[src/rtl/codec_pkg.sv]
package codec_pkg;
  localparam int unsigned CR_ADDR_W = 4;
  localparam int unsigned CR_DATA_W = 16;
  localparam int unsigned CR_SLOT_W = 64;
endpackage

[src/rtl/codec_sync_detect.sv]
module codec_sync_detect (
  input  logic clk_i,
  input  logic rst_ni,
  input  logic sfrm_i,
  output logic rise_o
);
  logic sync_q;

  always_ff @(posedge clk_i or negedge rst_ni) begin
    if (!rst_ni) sync_q <= 1'b0;
    else         sync_q <= sfrm_i;
  end

  assign rise_o = sfrm_i & ~sync_q;
endmodule

[src/rtl/codec_cmd_hold.sv]
module codec_cmd_hold #(
  parameter int unsigned CMD_W = 21
) (
  input  logic             clk_i,
  input  logic             rst_ni,
  input  logic             en_i,
  input  logic             wr_i,
  input  logic [CMD_W-1:0] wdata_i,
  input  logic             take_i,
  output logic             valid_o,
  output logic [CMD_W-1:0] cmd_o
);
  logic             valid_q;
  logic [CMD_W-1:0] cmd_q;

  // write wins over take: a write in the load cycle stays queued
  always_ff @(posedge clk_i or negedge rst_ni) begin
    if (!rst_ni) begin
      valid_q <= 1'b0;
      cmd_q   <= '0;
    end else if (!en_i) begin
      valid_q <= 1'b0;
      cmd_q   <= '0;
    end else if (wr_i) begin
      valid_q <= 1'b1;
      cmd_q   <= wdata_i;
    end else if (take_i) begin
      valid_q <= 1'b0;
    end
  end

  assign valid_o = valid_q;
  assign cmd_o   = cmd_q;

  p_take_needs_valid_r2: assert property (@(posedge clk_i) disable iff (!rst_ni)
    take_i |-> valid_q);
endmodule

[src/rtl/codec_slot_shifter.sv]
module codec_slot_shifter #(
  parameter int unsigned SLOT_W = 64,
  parameter int unsigned CMD_W  = 21
) (
  input  logic              clk_i,
  input  logic              rst_ni,
  input  logic              en_i,
  input  logic              load_i,
  input  logic [CMD_W-1:0]  cmd_i,
  input  logic              rxd_i,
  output logic              active_o,
  output logic              txd_o,
  output logic              last_o,
  output logic [SLOT_W-1:0] rx_word_o
);
  localparam int unsigned CNT_W = $clog2(SLOT_W);
  localparam int unsigned PAD_W = SLOT_W - CMD_W;

  logic [SLOT_W-1:0] tx_q, rx_q;
  logic [CNT_W-1:0]  cnt_q;
  logic              act_q;

  assign last_o    = act_q && (cnt_q == CNT_W'(SLOT_W - 1));
  assign rx_word_o = {rx_q[SLOT_W-2:0], rxd_i};

  always_ff @(posedge clk_i or negedge rst_ni) begin
    if (!rst_ni) begin
      act_q <= 1'b0;
      tx_q  <= '0;
      rx_q  <= '0;
      cnt_q <= '0;
    end else if (!en_i) begin
      act_q <= 1'b0;
      tx_q  <= '0;
      rx_q  <= '0;
      cnt_q <= '0;
    end else if (!act_q) begin
      if (load_i) begin
        act_q <= 1'b1;
        tx_q  <= {cmd_i, {PAD_W{1'b0}}};
        rx_q  <= '0;
        cnt_q <= '0;
      end
    end else begin
      tx_q  <= {tx_q[SLOT_W-2:0], 1'b0};
      rx_q  <= rx_word_o;
      cnt_q <= cnt_q + 1'b1;
      if (last_o) act_q <= 1'b0;
    end
  end

  assign active_o = act_q;
  assign txd_o    = act_q & tx_q[SLOT_W-1];

  p_tail_low_r1: assert property (@(posedge clk_i) disable iff (!rst_ni)
    (act_q && cnt_q >= CNT_W'(CMD_W)) |-> !txd_o);
  p_slot_ends_r1: assert property (@(posedge clk_i) disable iff (!rst_ni)
    last_o |=> !act_q);
  p_start_on_load_r2: assert property (@(posedge clk_i) disable iff (!rst_ni)
    $rose(act_q) |-> $past(load_i));
endmodule

[src/rtl/codec_reg_ctrl.sv]
module codec_reg_ctrl
  import codec_pkg::*;
#(
  parameter int unsigned ADDR_W = CR_ADDR_W,
  parameter int unsigned DATA_W = CR_DATA_W,
  parameter int unsigned SLOT_W = CR_SLOT_W,
  localparam int unsigned CMD_W = ADDR_W + 1 + DATA_W
) (
  input  logic             clk_i,
  input  logic             rst_ni,
  input  logic             enable_i,
  input  logic             host_wr_i,
  input  logic [CMD_W-1:0] host_wdata_i,
  output logic [CMD_W-1:0] host_rdata_o,
  output logic             busy_o,
  output logic             done_o,
  input  logic             sfrm_i,
  output logic             txd_o,
  input  logic             rxd_i
);
  logic              rise, pend_v, active, last, accept;
  logic [CMD_W-1:0]  pend_cmd;
  logic [SLOT_W-1:0] rx_word;
  logic [CMD_W-1:0]  rdata_q;
  logic              done_q;

  codec_sync_detect u_sync (
    .clk_i  (clk_i),
    .rst_ni (rst_ni),
    .sfrm_i (sfrm_i),
    .rise_o (rise)
  );

  assign accept = enable_i & rise & pend_v & ~active;

  codec_cmd_hold #(.CMD_W(CMD_W)) u_hold (
    .clk_i   (clk_i),
    .rst_ni  (rst_ni),
    .en_i    (enable_i),
    .wr_i    (host_wr_i),
    .wdata_i (host_wdata_i),
    .take_i  (accept),
    .valid_o (pend_v),
    .cmd_o   (pend_cmd)
  );

  codec_slot_shifter #(.SLOT_W(SLOT_W), .CMD_W(CMD_W)) u_shift (
    .clk_i     (clk_i),
    .rst_ni    (rst_ni),
    .en_i      (enable_i),
    .load_i    (accept),
    .cmd_i     (pend_cmd),
    .rxd_i     (rxd_i),
    .active_o  (active),
    .txd_o     (txd_o),
    .last_o    (last),
    .rx_word_o (rx_word)
  );

  always_ff @(posedge clk_i or negedge rst_ni) begin
    if (!rst_ni) begin
      rdata_q <= '0;
      done_q  <= 1'b0;
    end else if (!enable_i) begin
      rdata_q <= '0;
      done_q  <= 1'b0;
    end else begin
      done_q <= last;
      if (last) rdata_q <= rx_word[SLOT_W-1 -: CMD_W];
    end
  end

  assign host_rdata_o = rdata_q;
  assign done_o       = done_q;
  assign busy_o       = pend_v | active;

  p_done_pulse_r3: assert property (@(posedge clk_i) disable iff (!rst_ni)
    done_o |=> !done_o);
  p_rdata_stable_r3: assert property (@(posedge clk_i) disable iff (!rst_ni)
    (!done_o && enable_i && $past(enable_i)) |-> $stable(host_rdata_o));
  p_busy_on_write_r5: assert property (@(posedge clk_i) disable iff (!rst_ni)
    (enable_i && host_wr_i) |=> busy_o);
  p_clear_on_disable_r8: assert property (@(posedge clk_i) disable iff (!rst_ni)
    !enable_i |=> (!busy_o && !done_o && host_rdata_o == '0));
endmodule

[config.mk]
export PLATFORM = sky130hd
export DESIGN_NAME = codec_reg_ctrl
export DESIGN_NICKNAME = d
export VERILOG_FILES = /design/src/rtl/codec_pkg.sv /design/src/rtl/codec_sync_detect.sv /design/src/rtl/codec_cmd_hold.sv /design/src/rtl/codec_slot_shifter.sv /design/src/rtl/codec_reg_ctrl.sv
export SDC_FILE = /design/constraint.sdc
export NUM_CORES = 1
export LEC_CHECK = 0
export BUFFER_PORTS_ARGS = -buffer_cell sky130_fd_sc_hd__buf_2
export CORE_MARGIN = 1.5
export CORE_UTILIZATION = 40
export CTS_BUF_LIST = sky130_fd_sc_hd__clkbuf_8
export CTS_CLUSTER_SIZE = 10
export DETAILED_ROUTE_END_ITERATION = 10
export GPL_ROUTABILITY_DRIVEN = 0
export GPL_TIMING_DRIVEN = 0
export PLACE_DENSITY_LB_ADDON = 0.05
export SKIP_LAST_GASP = 1
export SLEW_MARGIN = 40
export SYNTH_ARGS = -nofsm -noshare
export SYNTH_HDL_FRONTEND = slang
export SYNTH_SLANG_ARGS = --single-unit
[constraint.sdc]
create_clock -name clk_i -period 1.4 [get_ports clk_i]
set_input_delay 0.42 -clock clk_i [delete_from_list [all_inputs] [get_ports clk_i]]
set_output_delay 0.42 -clock clk_i [all_outputs]
set_load 0.01 [all_outputs]
# After elaboration in Yosys (flattened, before gate mapping)
# Cells that the tools add are included.
# totals
register_bits	179
input_bits	27
output_inout_bits	24
elab_cells	45
# op_classes
n_addsub	1
n_eq_ne	5
n_mux	21
bitwise_logic	8
n_reduce_logical	1
# op_table
cell	count
64-bit two-way mux	3
63-bit two-way mux	3
21-bit two-way mux	4
6-bit two-way mux	3
1-bit two-way mux	8
6-bit by 1-bit adder with 6-bit output (second input constant)	1
6-bit == test (second input constant)	1
3-bit by 1-bit != test with 1-bit output (second input constant)	2
1-bit bitwise AND	5
2-bit by 1-bit != test with 1-bit output (second input constant)	2
1-bit NOT	2
1-bit logical AND	1
1-bit OR	1

# Depth between registers and ports, before layout
# depth
ltp_word	8
depth_mapped	6
ltp_nobuf	4

# Cells and area by module
# From an unflattened synthesis, not the netlist that was laid out.
# hier_totals
cells_unflattened	436
area_unflattened_um2	5651.7
# modules_own_cells
module	instances	cells_each	area_per_inst_um2	seq_area_each_um2
codec_slot_shifter	1	291	3674.8	2277.2
codec_reg_ctrl	1	72	973.4	550.5
codec_cmd_hold	1	71	964.7	550.5
codec_sync_detect	1	2	38.8	25.0

# Least setup slack after synthesis
# No wires, ideal clock.
# synth_path
kind	input to register
start	input enable_i
end	register u_shift.cnt_q[1]
setup_time_ps	121
t_arrival_ps	1305
required_time_ps	1279
path_slack_ps	-26
path_stages	6
n_path_buf	3
path_cell_list	nor2b_2 -> and2_1 -> clkbuf_2 -> buf_6 -> buf_6 -> a22o_1
# synth_between
elab_chain_len	4
elab_cells_between_ends	5
cone_classes	eq/ne (1); mux (1); bitwise (3)
# synth_rtl
item	line	source
start: declaration	codec_reg_ctrl.sv:11	input logic enable_i,
1-bit bitwise AND (3 in a row)	codec_reg_ctrl.sv:34	assign accept = enable_i & rise & pend_v & ~active;
3-bit by 1-bit != test with 1-bit output (no line)	-	
end signal: assignment	codec_slot_shifter.sv:47	cnt_q <= cnt_q + 1'b1;
end: declaration	codec_slot_shifter.sv:20	logic [CNT_W-1:0] cnt_q;
# Several ways; a longest one is shown, not always the timed one.
# A chain may end at the register's enable or synchronous reset.

# Worst setup path in the final report
# layout_path
start	register u_shift.act_q, in the netlist u_shift.active_o
end	output txd_o
# layout_between
elab_chain_len	1
# layout_rtl
item	line	source
start: declaration	codec_slot_shifter.sv:21	logic act_q;
start signal: assignment	codec_slot_shifter.sv:28	act_q <= 1'b0;
start signal: assignment	codec_slot_shifter.sv:33	act_q <= 1'b0;
start signal: assignment	codec_slot_shifter.sv:39	act_q <= 1'b1;
1-bit bitwise AND	codec_slot_shifter.sv:53	assign txd_o = act_q & tx_q[SLOT_W-1];
end: declaration	codec_reg_ctrl.sv:18	output logic txd_o,
# No other way between the ends.

==> impl_metrics.env <==
export IMPL_cts_tree="done"
export IMPL_critPathMaxFanout=4
export IMPL_syn_area_per_cell_um2=12.9
export IMPL_grt_pass1_wl_mm=20.3
export IMPL_pwr_density_cell_nw_per_um2=1090
export IMPL_dr_first_iter_drc_count=238
export IMPL_hpwl_mm=7.25
export IMPL_setup_worst_path_start_class="register"
export IMPL_switchingPower_mw=1.81
export IMPL_worstSkewPairLatency_ns=0.44
export IMPL_yosys_warnings=0
export IMPL_start_util_pct=41.1
export IMPL_core_area_um2=13300
export IMPL_min_period_over_period_pct=119
export IMPL_route_detailed_drc=0
export IMPL_finalPower_mw=7.97
export IMPL_min_period_ns=1.67
export IMPL_antenna_found_initial=0
export IMPL_final_common_cell="dfrtp_1"
export IMPL_hp_start="sfrm_i"
export IMPL_ys_flop_type="dfrtp_1"
export IMPL_setup_ws_ns=-0.270
export IMPL_status="finished with violations"
export IMPL_grt_overflow=0
export IMPL_crit_type="register to primary output"
export IMPL_ios=51
export IMPL_cp_end_kind="primary output"
export IMPL_grt_pass1_vias=3797
export IMPL_fin_area_um2=7300
export IMPL_wl_per_cell_um=17.5
export IMPL_cap_violations=0
export IMPL_reg2reg_depth=8
export IMPL_clkSinkCount=136
export IMPL_hold_slack_ns=0.133
export IMPL_yosysSeqAreaShare_pct=62.3
export IMPL_fin_skew_ns=0.00980
export IMPL_maxSlewViolCount=0
export IMPL_ir_drop_mv=0.543
export IMPL_max_freq_mhz=599
export IMPL_dieWidth_um=120
export IMPL_final_antenna_net_count=0
export IMPL_die_area_um2=14400
export IMPL_synth_seq_cells=136
export IMPL_drive_gt1_share_pct=35.0
export IMPL_cp_arrival_ns=1.25
export IMPL_place_area_um2=5970
export IMPL_hold_violations=0
export IMPL_synth_top_area_share_pct=62.3
export IMPL_synth_async_sr_flop_share_pct=100
export IMPL_setup_viol=107
export IMPL_synth_area_um2=5470
export IMPL_synth_top_area_cell="dfrtp_1"
export IMPL_required_ns=0.98
export IMPL_vias=3841
export IMPL_cts_buffer_depth=2
export IMPL_rsz0062_at_grt="yes"
export IMPL_p_leak_nw=3.60
export IMPL_r2r_slack_ns=-0.23
export IMPL_synth_edf_count=0
export IMPL_p_int_mw=6.17
export IMPL_rr_startpoint="u_shift.active_o"
export IMPL_routed_wirelength_mm=12.6
export IMPL_layout_cells_non_filler=721
export IMPL_hold_class="primary input to register"
export IMPL_syn_inst=425
export IMPL_rr_endpoint="u_shift.rx_q[55]"
export IMPL_viasPerCell=5.33
export IMPL_root_buffer="clkbuf_8"
export IMPL_dp_cells=651
export IMPL_portBuffers=49
export IMPL_cts_htree_levels=4
export IMPL_cp_endpoint="txd_o"
export IMPL_clockPowerShare_pct=41.8
export IMPL_cts_buffers=17
export IMPL_grt_start_max_net_pins=75
export IMPL_clk_pin_slew_ns=0.08
export IMPL_area_growth_pct=33.5
export IMPL_diodes=0
export IMPL_synth_fp_nets=453
export IMPL_violations="negative setup slack"
export IMPL_relSlewSlack_pct=61.1
export IMPL_pwr_share_comb_pct=7.9
export IMPL_max_slew_worst_pin_slew_ns=0.584
export IMPL_synth_area_top_cells="dfrtp_1, a22o_1, mux2i_1"
export IMPL_critPathLaunch="u_shift.active_o"
export IMPL_pwr_share_seq_pct=50.3
export IMPL_nets=561
export IMPL_final_core_util_pct=54.9
export IMPL_dr_pass1_iters=4
export IMPL_rows=42
export IMPL_die_y_um=120
export IMPL_ys_types=32
export IMPL_grt_usage_pct=18.2
export IMPL_final_cell_mix="dfrtp_1, a22o_1, buf_2"
export IMPL_swShare_pct=22.7
-- cell usage after synthesis, types with 2 or more instances --
cell,count
nand3_1,24
a221o_1,20
mux2i_1,21
and3_1,22
and2_1,4
o21ai_0,24
a22o_1,67
clkbuf_1,24
buf_2,13
a21boi_1,20
inv_1,2
a21boi_0,2
nor2b_1,22
nand2b_1,2
nand2_1,3
dfrtp_1,136
buf_6,4
-- worst max-delay path: stages (launching register included) --
cell and delay [ns]:
dfrtp_2 0.43, buf_12 0.13, and2_4 0.13, buf_6 0.11
-- power groups by stage --
| stage | Combinational [mW] | Clock (mW) | Sequential [mW] |
|---|---|---|---|
| 3_5_place_dp | 0.415 | 0 | 4.09 |
| 6_report | 0.630 | 3.33 | 4.01 |
| 4_1_cts | 0.576 | 3.41 | 4.01 |
| 3_3_place_gp | 0.393 | 0 | 4.09 |
| 2_1_floorplan | 0.219 | 0 | 4.07 |
| 5_1_grt | 0.693 | 3.62 | 4.01 |
-- worst min path at each step --
stage,end,cells past startpoint
finish,u_sync.sync_q,1
global route,u_sync.sync_q,1
CTS,u_sync.sync_q,1
detailed placement,host_rdata_o[8],1
global placement,u_shift.rx_q[42],1
floorplan,done_o,0
-- metal layers --
layer	share of wire, %	track usage (%)
met1	48	26.8
met2	46	25.9
met3	4.2	4.52
met5	0	0
met4	1.4	6.62
-- registers in the layout, summed over array words and instances, names as in the netlist --
signal	count
u_shift.active_o	1
u_hold.valid_o	1
u_hold.cmd_o	21
done_o	1
u_shift.cnt_q	6
u_sync.sync_q	1
u_shift.tx_q	21
u_shift.rx_q	63
host_rdata_o	21
-- kinds of logic after synthesis --
group	synth area share, %
mux	3.85
flops	62.3
compound gates	20.3
buf+inv	3.89
fa+ha+maj	0.229
simple gates	9.34
xor+xnor	0.160
-- per-stage QoR --
| stage | TNS (ns) | worst slack, ns |
|---|---|---|
| after global placement | -294.22 | -1.99 |
| final | -11.82 | -0.270 |
| after detailed placement | -28.34 | -0.301 |
| after CTS | -4.19 | -0.298 |
| after floorplan | 0 | 0.0235 |
| after global routing | -18.57 | -0.324 |
-- what timing repair did --
item                                    in CTS  in global routing
gates resized for setup                     55                103
endpoints found under the setup margin     123                134
cloned                                       7                  7
setup buffers                               15                 16
hold buffers                                 1                  0
hold endpoints to repair                    62                  0
pin swaps                                   52                 43
-- layout make-up --
class                           count  area [um^2]
Buffer                             37          337
Clock buffer                       20          275
Clock inverter                     11          130
Fill cell                        1156         6000
Inverter                            2         7.51
Multi-Input combinational cell    246         2040
Sequential cell                   136         3400
Tap cell                          176          220
Timing Repair Buffer               93          883
No activity file was read; power rests on OpenSTA's default activity.
